`config.mk`:
```
export PLATFORM = sky130hd
export DESIGN_NAME = shared_line_req_latch
export DESIGN_NICKNAME = d
export VERILOG_FILES = /design/src/rtl/trig_latch_pkg.sv /design/src/rtl/trig_mode_reg.sv /design/src/rtl/ack_decode.sv /design/src/rtl/line_channel.sv /design/src/rtl/shared_line_req_latch.sv
export SDC_FILE = /design/constraint.sdc
export NUM_CORES = 1
export LEC_CHECK = 0
export BUFFER_PORTS_ARGS = -buffer_cell sky130_fd_sc_hd__buf_2
export CAP_MARGIN = 5
export CORE_MARGIN = 1.5
export CORE_UTILIZATION = 52
export CTS_CLUSTER_SIZE = 28
export DETAILED_ROUTE_END_ITERATION = 12
export GPL_TIMING_DRIVEN = 1
export PLACE_DENSITY = 0.74
export SYNTH_ARGS = -nofsm -noshare
export SYNTH_HDL_FRONTEND = slang
export SYNTH_SLANG_ARGS = --single-unit
```
`constraint.sdc`:
```
create_clock -name clk -period 1.35 [get_ports clk]
set_input_delay 0.3375 -clock clk [delete_from_list [all_inputs] [get_ports clk]]
set_output_delay 0.3375 -clock clk [all_outputs]
set_load 0.02 [all_outputs]
```
`src/rtl/trig_latch_pkg.sv`:
```
package trig_latch_pkg;

    // Per-line occupancy state
    typedef enum logic [0:0] {
        LN_IDLE   = 1'b0,
        LN_ACTIVE = 1'b1
    } line_state_e;

    // Operation a line performs in one cycle after event reduction
    typedef enum logic [1:0] {
        OP_NONE  = 2'd0,
        OP_UP    = 2'd1,
        OP_DOWN  = 2'd2,
        OP_PULSE = 2'd3
    } line_op_e;

endpackage

```
`src/rtl/trig_mode_reg.sv`:
```
module trig_mode_reg #(
    parameter int                   NUM_LINES  = 8,
    parameter logic [NUM_LINES-1:0] FORCE_EDGE = NUM_LINES'(7)
) (
    input  logic                 clk,
    input  logic                 rst_n,
    input  logic                 wr_i,
    input  logic [NUM_LINES-1:0] wdata_i,
    output logic [NUM_LINES-1:0] mode_o
);

    localparam logic [NUM_LINES-1:0] WRITE_MASK = ~FORCE_EDGE;

    logic [NUM_LINES-1:0] mode_q;

    always_ff @(posedge clk or negedge rst_n) begin
        if (!rst_n) begin
            mode_q <= '0;
        end else if (wr_i) begin
            mode_q <= wdata_i & WRITE_MASK;
        end
    end

    assign mode_o = mode_q;

    AST_FORCED_EDGE: assert property (@(posedge clk) disable iff (!rst_n)
        (mode_q & FORCE_EDGE) == '0);

    AST_MODE_HOLDS: assert property (@(posedge clk) disable iff (!rst_n)
        !wr_i |=> $stable(mode_q));

endmodule

```
`src/rtl/ack_decode.sv`:
```
module ack_decode #(
    parameter int NUM_LINES = 8,
    localparam int IDX_W    = (NUM_LINES > 1) ? $clog2(NUM_LINES) : 1
) (
    input  logic                 clk,
    input  logic                 rst_n,
    input  logic                 valid_i,
    input  logic [IDX_W-1:0]     line_i,
    output logic [NUM_LINES-1:0] hit_o
);

    for (genvar g = 0; g < NUM_LINES; g++) begin : g_hit
        assign hit_o[g] = valid_i && (line_i == IDX_W'(g));
    end

    AST_ACK_ONEHOT: assert property (@(posedge clk) disable iff (!rst_n)
        $onehot0(hit_o));

    AST_ACK_NEEDS_VALID: assert property (@(posedge clk) disable iff (!rst_n)
        !valid_i |-> (hit_o == '0));

endmodule

```
`src/rtl/line_channel.sv`:
```
module line_channel
    import trig_latch_pkg::*;
#(
    parameter int CNT_W = 4
) (
    input  logic clk,
    input  logic rst_n,
    input  logic en_i,
    input  logic up_i,
    input  logic down_i,
    input  logic pulse_i,
    input  logic level_i,
    input  logic ack_i,
    output logic req_o,
    output logic busy_o,
    output logic uflow_o
);

    localparam logic [CNT_W-1:0] CNT_MAX = '1;
    localparam logic [CNT_W-1:0] CNT_ONE = CNT_W'(1);

    line_state_e      state_q, state_d;
    logic [CNT_W-1:0] cnt_q, cnt_d;
    logic             req_q, req_d;
    logic             uflow_q, uflow_d;
    line_op_e         op;
    logic             req_keep;

    // Reduce the raw events of this cycle to one operation
    always_comb begin
        op = OP_NONE;
        if (en_i) begin
            if (pulse_i) begin
                op = OP_PULSE;
            end else if (up_i && !down_i) begin
                op = OP_UP;
            end else if (down_i && !up_i) begin
                op = OP_DOWN;
            end
        end
    end

    // Acknowledge acts first and only on edge lines
    assign req_keep = (ack_i && !level_i) ? 1'b0 : req_q;

    // Next-state and next-request logic
    always_comb begin
        state_d = state_q;
        cnt_d   = cnt_q;
        req_d   = req_keep;
        uflow_d = uflow_q;
        unique case (state_q)
            LN_IDLE: begin
                case (op)
                    OP_UP: begin
                        state_d = LN_ACTIVE;       // first assert
                        cnt_d   = CNT_ONE;
                        req_d   = 1'b1;
                    end
                    OP_DOWN: begin
                        uflow_d = 1'b1;            // deassert with nobody holding
                    end
                    OP_PULSE: begin
                        req_d = !level_i;          // level: set then cleared
                    end
                    default: ;
                endcase
            end
            LN_ACTIVE: begin
                case (op)
                    OP_UP: begin
                        if (cnt_q != CNT_MAX) begin
                            cnt_d = cnt_q + CNT_ONE;
                        end
                        req_d = level_i | req_keep;
                    end
                    OP_DOWN: begin
                        cnt_d = cnt_q - CNT_ONE;
                        if (cnt_q == CNT_ONE) begin
                            state_d = LN_IDLE;     // last deassert
                            req_d   = level_i ? 1'b0 : req_keep;
                        end else begin
                            req_d = level_i | req_keep;
                        end
                    end
                    OP_PULSE: begin
                        req_d = level_i | req_keep;
                    end
                    default: ;
                endcase
            end
        endcase
    end

    // State register
    always_ff @(posedge clk or negedge rst_n) begin
        if (!rst_n) begin
            state_q <= LN_IDLE;
            cnt_q   <= '0;
            req_q   <= 1'b0;
            uflow_q <= 1'b0;
        end else begin
            state_q <= state_d;
            cnt_q   <= cnt_d;
            req_q   <= req_d;
            uflow_q <= uflow_d;
        end
    end

    // Outputs
    always_comb begin
        req_o   = req_q;
        busy_o  = (state_q == LN_ACTIVE);
        uflow_o = uflow_q;
    end

    AST_STATE_TRACKS_COUNT: assert property (@(posedge clk) disable iff (!rst_n)
        (state_q == LN_IDLE) == (cnt_q == '0));

    AST_FIRST_ASSERT_SETS: assert property (@(posedge clk) disable iff (!rst_n)
        (state_q == LN_IDLE && op == OP_UP) |=> req_q);

    AST_LEVEL_LAST_CLEARS: assert property (@(posedge clk) disable iff (!rst_n)
        (state_q == LN_ACTIVE && cnt_q == CNT_ONE && op == OP_DOWN && level_i)
        |=> (!req_q && state_q == LN_IDLE));

    AST_LEVEL_ACK_KEEPS: assert property (@(posedge clk) disable iff (!rst_n)
        (level_i && req_q && ack_i && op == OP_NONE) |=> req_q);

    AST_DISABLED_HOLDS: assert property (@(posedge clk) disable iff (!rst_n)
        !en_i |=> ($stable(cnt_q) && $stable(uflow_q)));

    AST_UFLOW_STICKY: assert property (@(posedge clk) disable iff (!rst_n)
        uflow_q |=> uflow_q);

    AST_CANCEL_HOLDS: assert property (@(posedge clk) disable iff (!rst_n)
        (en_i && up_i && down_i && !pulse_i) |=> $stable(cnt_q));

endmodule

```
`src/rtl/shared_line_req_latch.sv`:
```
module shared_line_req_latch #(
    parameter int                   NUM_LINES  = 8,
    parameter int                   CNT_W      = 4,
    parameter logic [NUM_LINES-1:0] FORCE_EDGE = NUM_LINES'(7),
    localparam int                  IDX_W      = (NUM_LINES > 1) ? $clog2(NUM_LINES) : 1
) (
    input  logic                 clk,
    input  logic                 rst_n,
    input  logic                 ctrl_ready,
    input  logic [NUM_LINES-1:0] evt_assert,
    input  logic [NUM_LINES-1:0] evt_deassert,
    input  logic [NUM_LINES-1:0] evt_pulse,
    input  logic                 ack_valid,
    input  logic [IDX_W-1:0]     ack_line,
    input  logic                 mode_wr,
    input  logic [NUM_LINES-1:0] mode_wdata,
    output logic [NUM_LINES-1:0] req_o,
    output logic [NUM_LINES-1:0] mode_o,
    output logic [NUM_LINES-1:0] busy_o,
    output logic [NUM_LINES-1:0] underflow_o
);

    logic [NUM_LINES-1:0] level_mode;
    logic [NUM_LINES-1:0] ack_hit;

    trig_mode_reg #(
        .NUM_LINES  (NUM_LINES),
        .FORCE_EDGE (FORCE_EDGE)
    ) u_mode (
        .clk     (clk),
        .rst_n   (rst_n),
        .wr_i    (mode_wr),
        .wdata_i (mode_wdata),
        .mode_o  (level_mode)
    );

    ack_decode #(
        .NUM_LINES (NUM_LINES)
    ) u_ack (
        .clk     (clk),
        .rst_n   (rst_n),
        .valid_i (ack_valid),
        .line_i  (ack_line),
        .hit_o   (ack_hit)
    );

    for (genvar g = 0; g < NUM_LINES; g++) begin : g_line
        line_channel #(
            .CNT_W (CNT_W)
        ) u_chan (
            .clk     (clk),
            .rst_n   (rst_n),
            .en_i    (ctrl_ready),
            .up_i    (evt_assert[g]),
            .down_i  (evt_deassert[g]),
            .pulse_i (evt_pulse[g]),
            .level_i (level_mode[g]),
            .ack_i   (ack_hit[g]),
            .req_o   (req_o[g]),
            .busy_o  (busy_o[g]),
            .uflow_o (underflow_o[g])
        );
    end

    assign mode_o = level_mode;

    AST_EDGE_ACK_CLEARS: assert property (@(posedge clk) disable iff (!rst_n)
        (ack_valid && !ctrl_ready && ((level_mode >> ack_line) & 1) == 0)
        |=> ((req_o >> $past(ack_line)) & 1) == 0);

    AST_NOT_READY_REQ_SAFE: assert property (@(posedge clk) disable iff (!rst_n)
        (!ctrl_ready && !ack_valid) |=> $stable(req_o));

endmodule

```
==> flow_summary.toml <==
[floorplanning]
die-area_um2 = 8910
ios = 72
initial_core_util = 0.534
dieHeight_um = 94.4
core_um2 = 8130
row_count = 33
die_w_um = 94.4

[routing]
drt_iter0_markers = 462
num_vias = 4588
wl_per_cell_um = 23.1
ant_nets = 0
drt-pass1-iter-count = 6
wl_mm = 17.2
drc = 0
vias_per_cell = 6.17

[pwr]
p_sw_frac = 0.431
power.total_mw = 13.8
peakVddDrop_mv = 1.10
p_sw_mw = 5.96
p_clk_frac = 0.149
p_per_area_nw_per_um2 = 1930
p_int_mw = 7.86
p_leak_nw = 3.17
combPwrFrac = 0.587
pwr-share-seq = 0.265

[logic_synthesis]
yosys-top-cells-area = "dfrtp_1 (35%), ha_1 (13%), buf_4 (6.1%), nor2b_1 (4.6%), o21ai_0 (3.9%)"
synth_common_cells = "dfrtp_1 (61), ha_1 (45), inv_1 (45)"
synth_most_common_cell = "dfrtp_1"
yosys_warnings = 0
yosysTopAreaCell = "dfrtp_1"
ys_seq_area_frac = 0.352
synth_edf_count = 0
mappedNetlistArea_um2 = 4340
async_flop_share = 1.00
syn_inst = 467
ys_types = 45
synth_top_area_share = 0.352
ys_ff_latch = 61
synthFlopType = "dfrtp_1"
syn_area_per_cell_um2 = 9.30

[sta]
clock_skew_ps = 5.83
timing.hold.ws_ps = -29.6
slew_viol_final = 0
hold_violations = 14
fin_crit_ps = 1680
rsz0062_at_grt = "true"
tns_ps = -4820
post-route-period-util = 1.24
clock.fmax_mhz = 596
setup_slack_ps = -327
setup_viol = 36

[global_route]
antenna_found_initial = 0
grt_max_degree = 62
grt_use_total = 0.316
grt_remaining_overflow = 0
grt_pass1_vias = 4329
grt_pass1_wl_mm = 21.3

[critical_path]
critPathSlowestCell = "or4b_4"
critPathLaunch = "evt_deassert[7]"
worstSetupStartpointType = "input pin"
rr_startpoint = "g_line[6].u_chan.cnt_q[0]"
path_max_fanout = 2
arrival_ps = 1910
end_kind = "flip-flop"
rr_worst_depth = 6
cp-endpoint = "g_line[7].u_chan.cnt_q[3]"
r2r_slack_ps = -270
path_cells = "buf_2 -> nor2b_4 -> o21ai_2 -> inv_1 -> ha_2 -> or4b_4 -> a211oi_2 -> xnor2_1 -> nor2_1"
worstReg2RegEnd = "g_line[6].u_chan.req_o"
worstSetupPathType = "in2reg"
critPathRequiredTime_ps = 1580
max_stage_delay_ps = 460

[cells_and_area]
fin_area_um2 = 7170
fin_cells = 743
utilization = 0.882
num-fill-cells = 311
area_delta_synth_final_pct = 65.2
antenna_cells = 0
finalNetCount = 718
drive_above_1_share = 0.616

[placement]
hpwlAfterDp_mm = 7.53
dp_cells = 681
place_congestion = 0.872
dpl_cell_area_um2 = 5280
numPortBuffers = 65

[cts]
cts_root_buf = "clkbuf_8"
cts_hold_buf = 0
clock-sinks = 61
cts_buffer_depth = 2
cts_tree = "yes"
htree_levels = 3
clkTransAtPathRegs_ps = 80
clk_latency_ps = 350
cts-buffers-inserted = 9

[outcome]
status = "finished, violations left"
violations = "hold timing, setup timing"

[job]
drv_cap = 0

[hold_path]
hold_path_class = "in2async"
## flip-flops by register name, summed over array words and instances, names as in the netlist
name                   flops
g_line.u_chan.busy_o       8
g_line.u_chan.cnt_q       32
g_line.u_chan.req_o        8
g_line.u_chan.uflow_o      8
u_mode.mode_o              5
## how the worst min path moves through the flow
stage          depth (start not counted)  slack (ps)  start                         to
6_report                               2         -30  rst_n  g_line[7].u_chan.cnt_q[1]
5_1_grt                                2           2  rst_n  g_line[7].u_chan.cnt_q[0]
4_1_cts                                2           6  rst_n   g_line[7].u_chan.uflow_o
3_5_place_dp                           2         380  rst_n   g_line[7].u_chan.uflow_o
3_3_place_gp                           2         380  rst_n   g_line[7].u_chan.uflow_o
2_1_floorplan                          0          40  rst_n    g_line[0].u_chan.busy_o
## worst max-delay path: cells and delay by family
kind,cells,cell delay (ps)
adder cells (fa/ha/maj),1,190
XOR/XNOR,1,140
buffers and inverters,2,200
AO/OA/AOI/OAI,2,340
AND/OR/NAND/NOR,3,680
## timing repair
| action | 4_1_cts | 5_1_grt |
|---|---|---|
| hold endpoints to repair | 0 | 0 |
| pin swaps | 76 | 78 |
| buffers inserted | 24 | 32 |
| endpoints found under the setup margin | 44 | 48 |
| gates resized for setup | 188 | 123 |
| gates cloned | 1 | 0 |
## through the flow
step           hold WS, ps  setup WS (ps)
3_5_place_dp           376           -686
3_3_place_gp           377           -631
2_1_floorplan         41.9           -614
6_report             -29.6           -327
5_1_grt               2.40           -378
4_1_cts               6.40           -209
## layout make-up
| class | instances | area [um2] | share of cell area |
|---|---|---|---|
| multi-input combinational | 323 | 3510 | 0.489 |
| timing repair buffer | 193 | 1570 | 0.218 |
| sequential | 61 | 1540 | 0.215 |
| inverter | 45 | 184 | 0.0256 |
| clock buffer | 13 | 179 | 0.0249 |
| tap | 105 | 131 | 0.0183 |
| clock inverter | 3 | 65.1 | 0.00907 |
## layout by cell type, fill, tap and decap left out, types with 6 or more instances in the layout
master | synthesis | routed
nor2_1 | 29 | 22
dfrtp_1 | 61 | 51
buf_6 | 0 | 45
o21ai_0 | 34 | 11
buf_2 | 0 | 50
inv_4 | 0 | 6
a31oi_1 | 9 | 9
xnor2_1 | 17 | 13
nor2_4 | 0 | 6
o21ai_2 | 0 | 7
clkbuf_8 | 0 | 13
a21o_1 | 11 | 11
ha_1 | 45 | 9
a211oi_2 | 5 | 6
a21oi_1 | 8 | 7
inv_2 | 0 | 16
o21ai_1 | 0 | 6
xor2_1 | 11 | 10
nor2b_4 | 0 | 19
inv_1 | 45 | 23
buf_4 | 35 | 91
dfrtp_2 | 0 | 10
nor2b_1 | 32 | 10
o21ai_4 | 0 | 10
ha_4 | 0 | 31
nand2_1 | 27 | 18
## power groups by stage
stage / logic, mW / registers, mW / clock network [mW]
after floorplan: 3.40 / 3.33 / 0
after global placement: 4.58 / 3.37 / 0
after detailed placement: 4.80 / 3.39 / 0
after CTS: 5.99 / 3.50 / 2.00
after global routing: 8.52 / 3.70 / 2.13
final: 8.11 / 3.65 / 2.06
## per-layer routing
metal | vias to the layer above | track usage | part of all wire
met5 | - | 0 | 0
met4 | 0 | 0.189 | 0.059
met3 | 104 | 0.0596 | 0.073
met2 | 312 | 0.538 | 0.50
met1 | 2264 | 0.368 | 0.37
li1 | 1908 | - | -
## logic make-up (layout without fill, tap and decap cells)
group                    after synthesis  in the layout  share of synthesized area
AO/OA/AOI/OAI                         96             96                      0.148
flip-flops                            61             61                      0.352
buffers and inverters                 85            254                      0.104
multiplexers                           9              9                     0.0219
other                                  1              3                   0.000864
adder cells (fa/ha/maj)               45             45                      0.130
XOR/XNOR                              28             28                     0.0565
AND/OR/NAND/NOR                      142            142                      0.188
(Power assumes the default switching activity.)
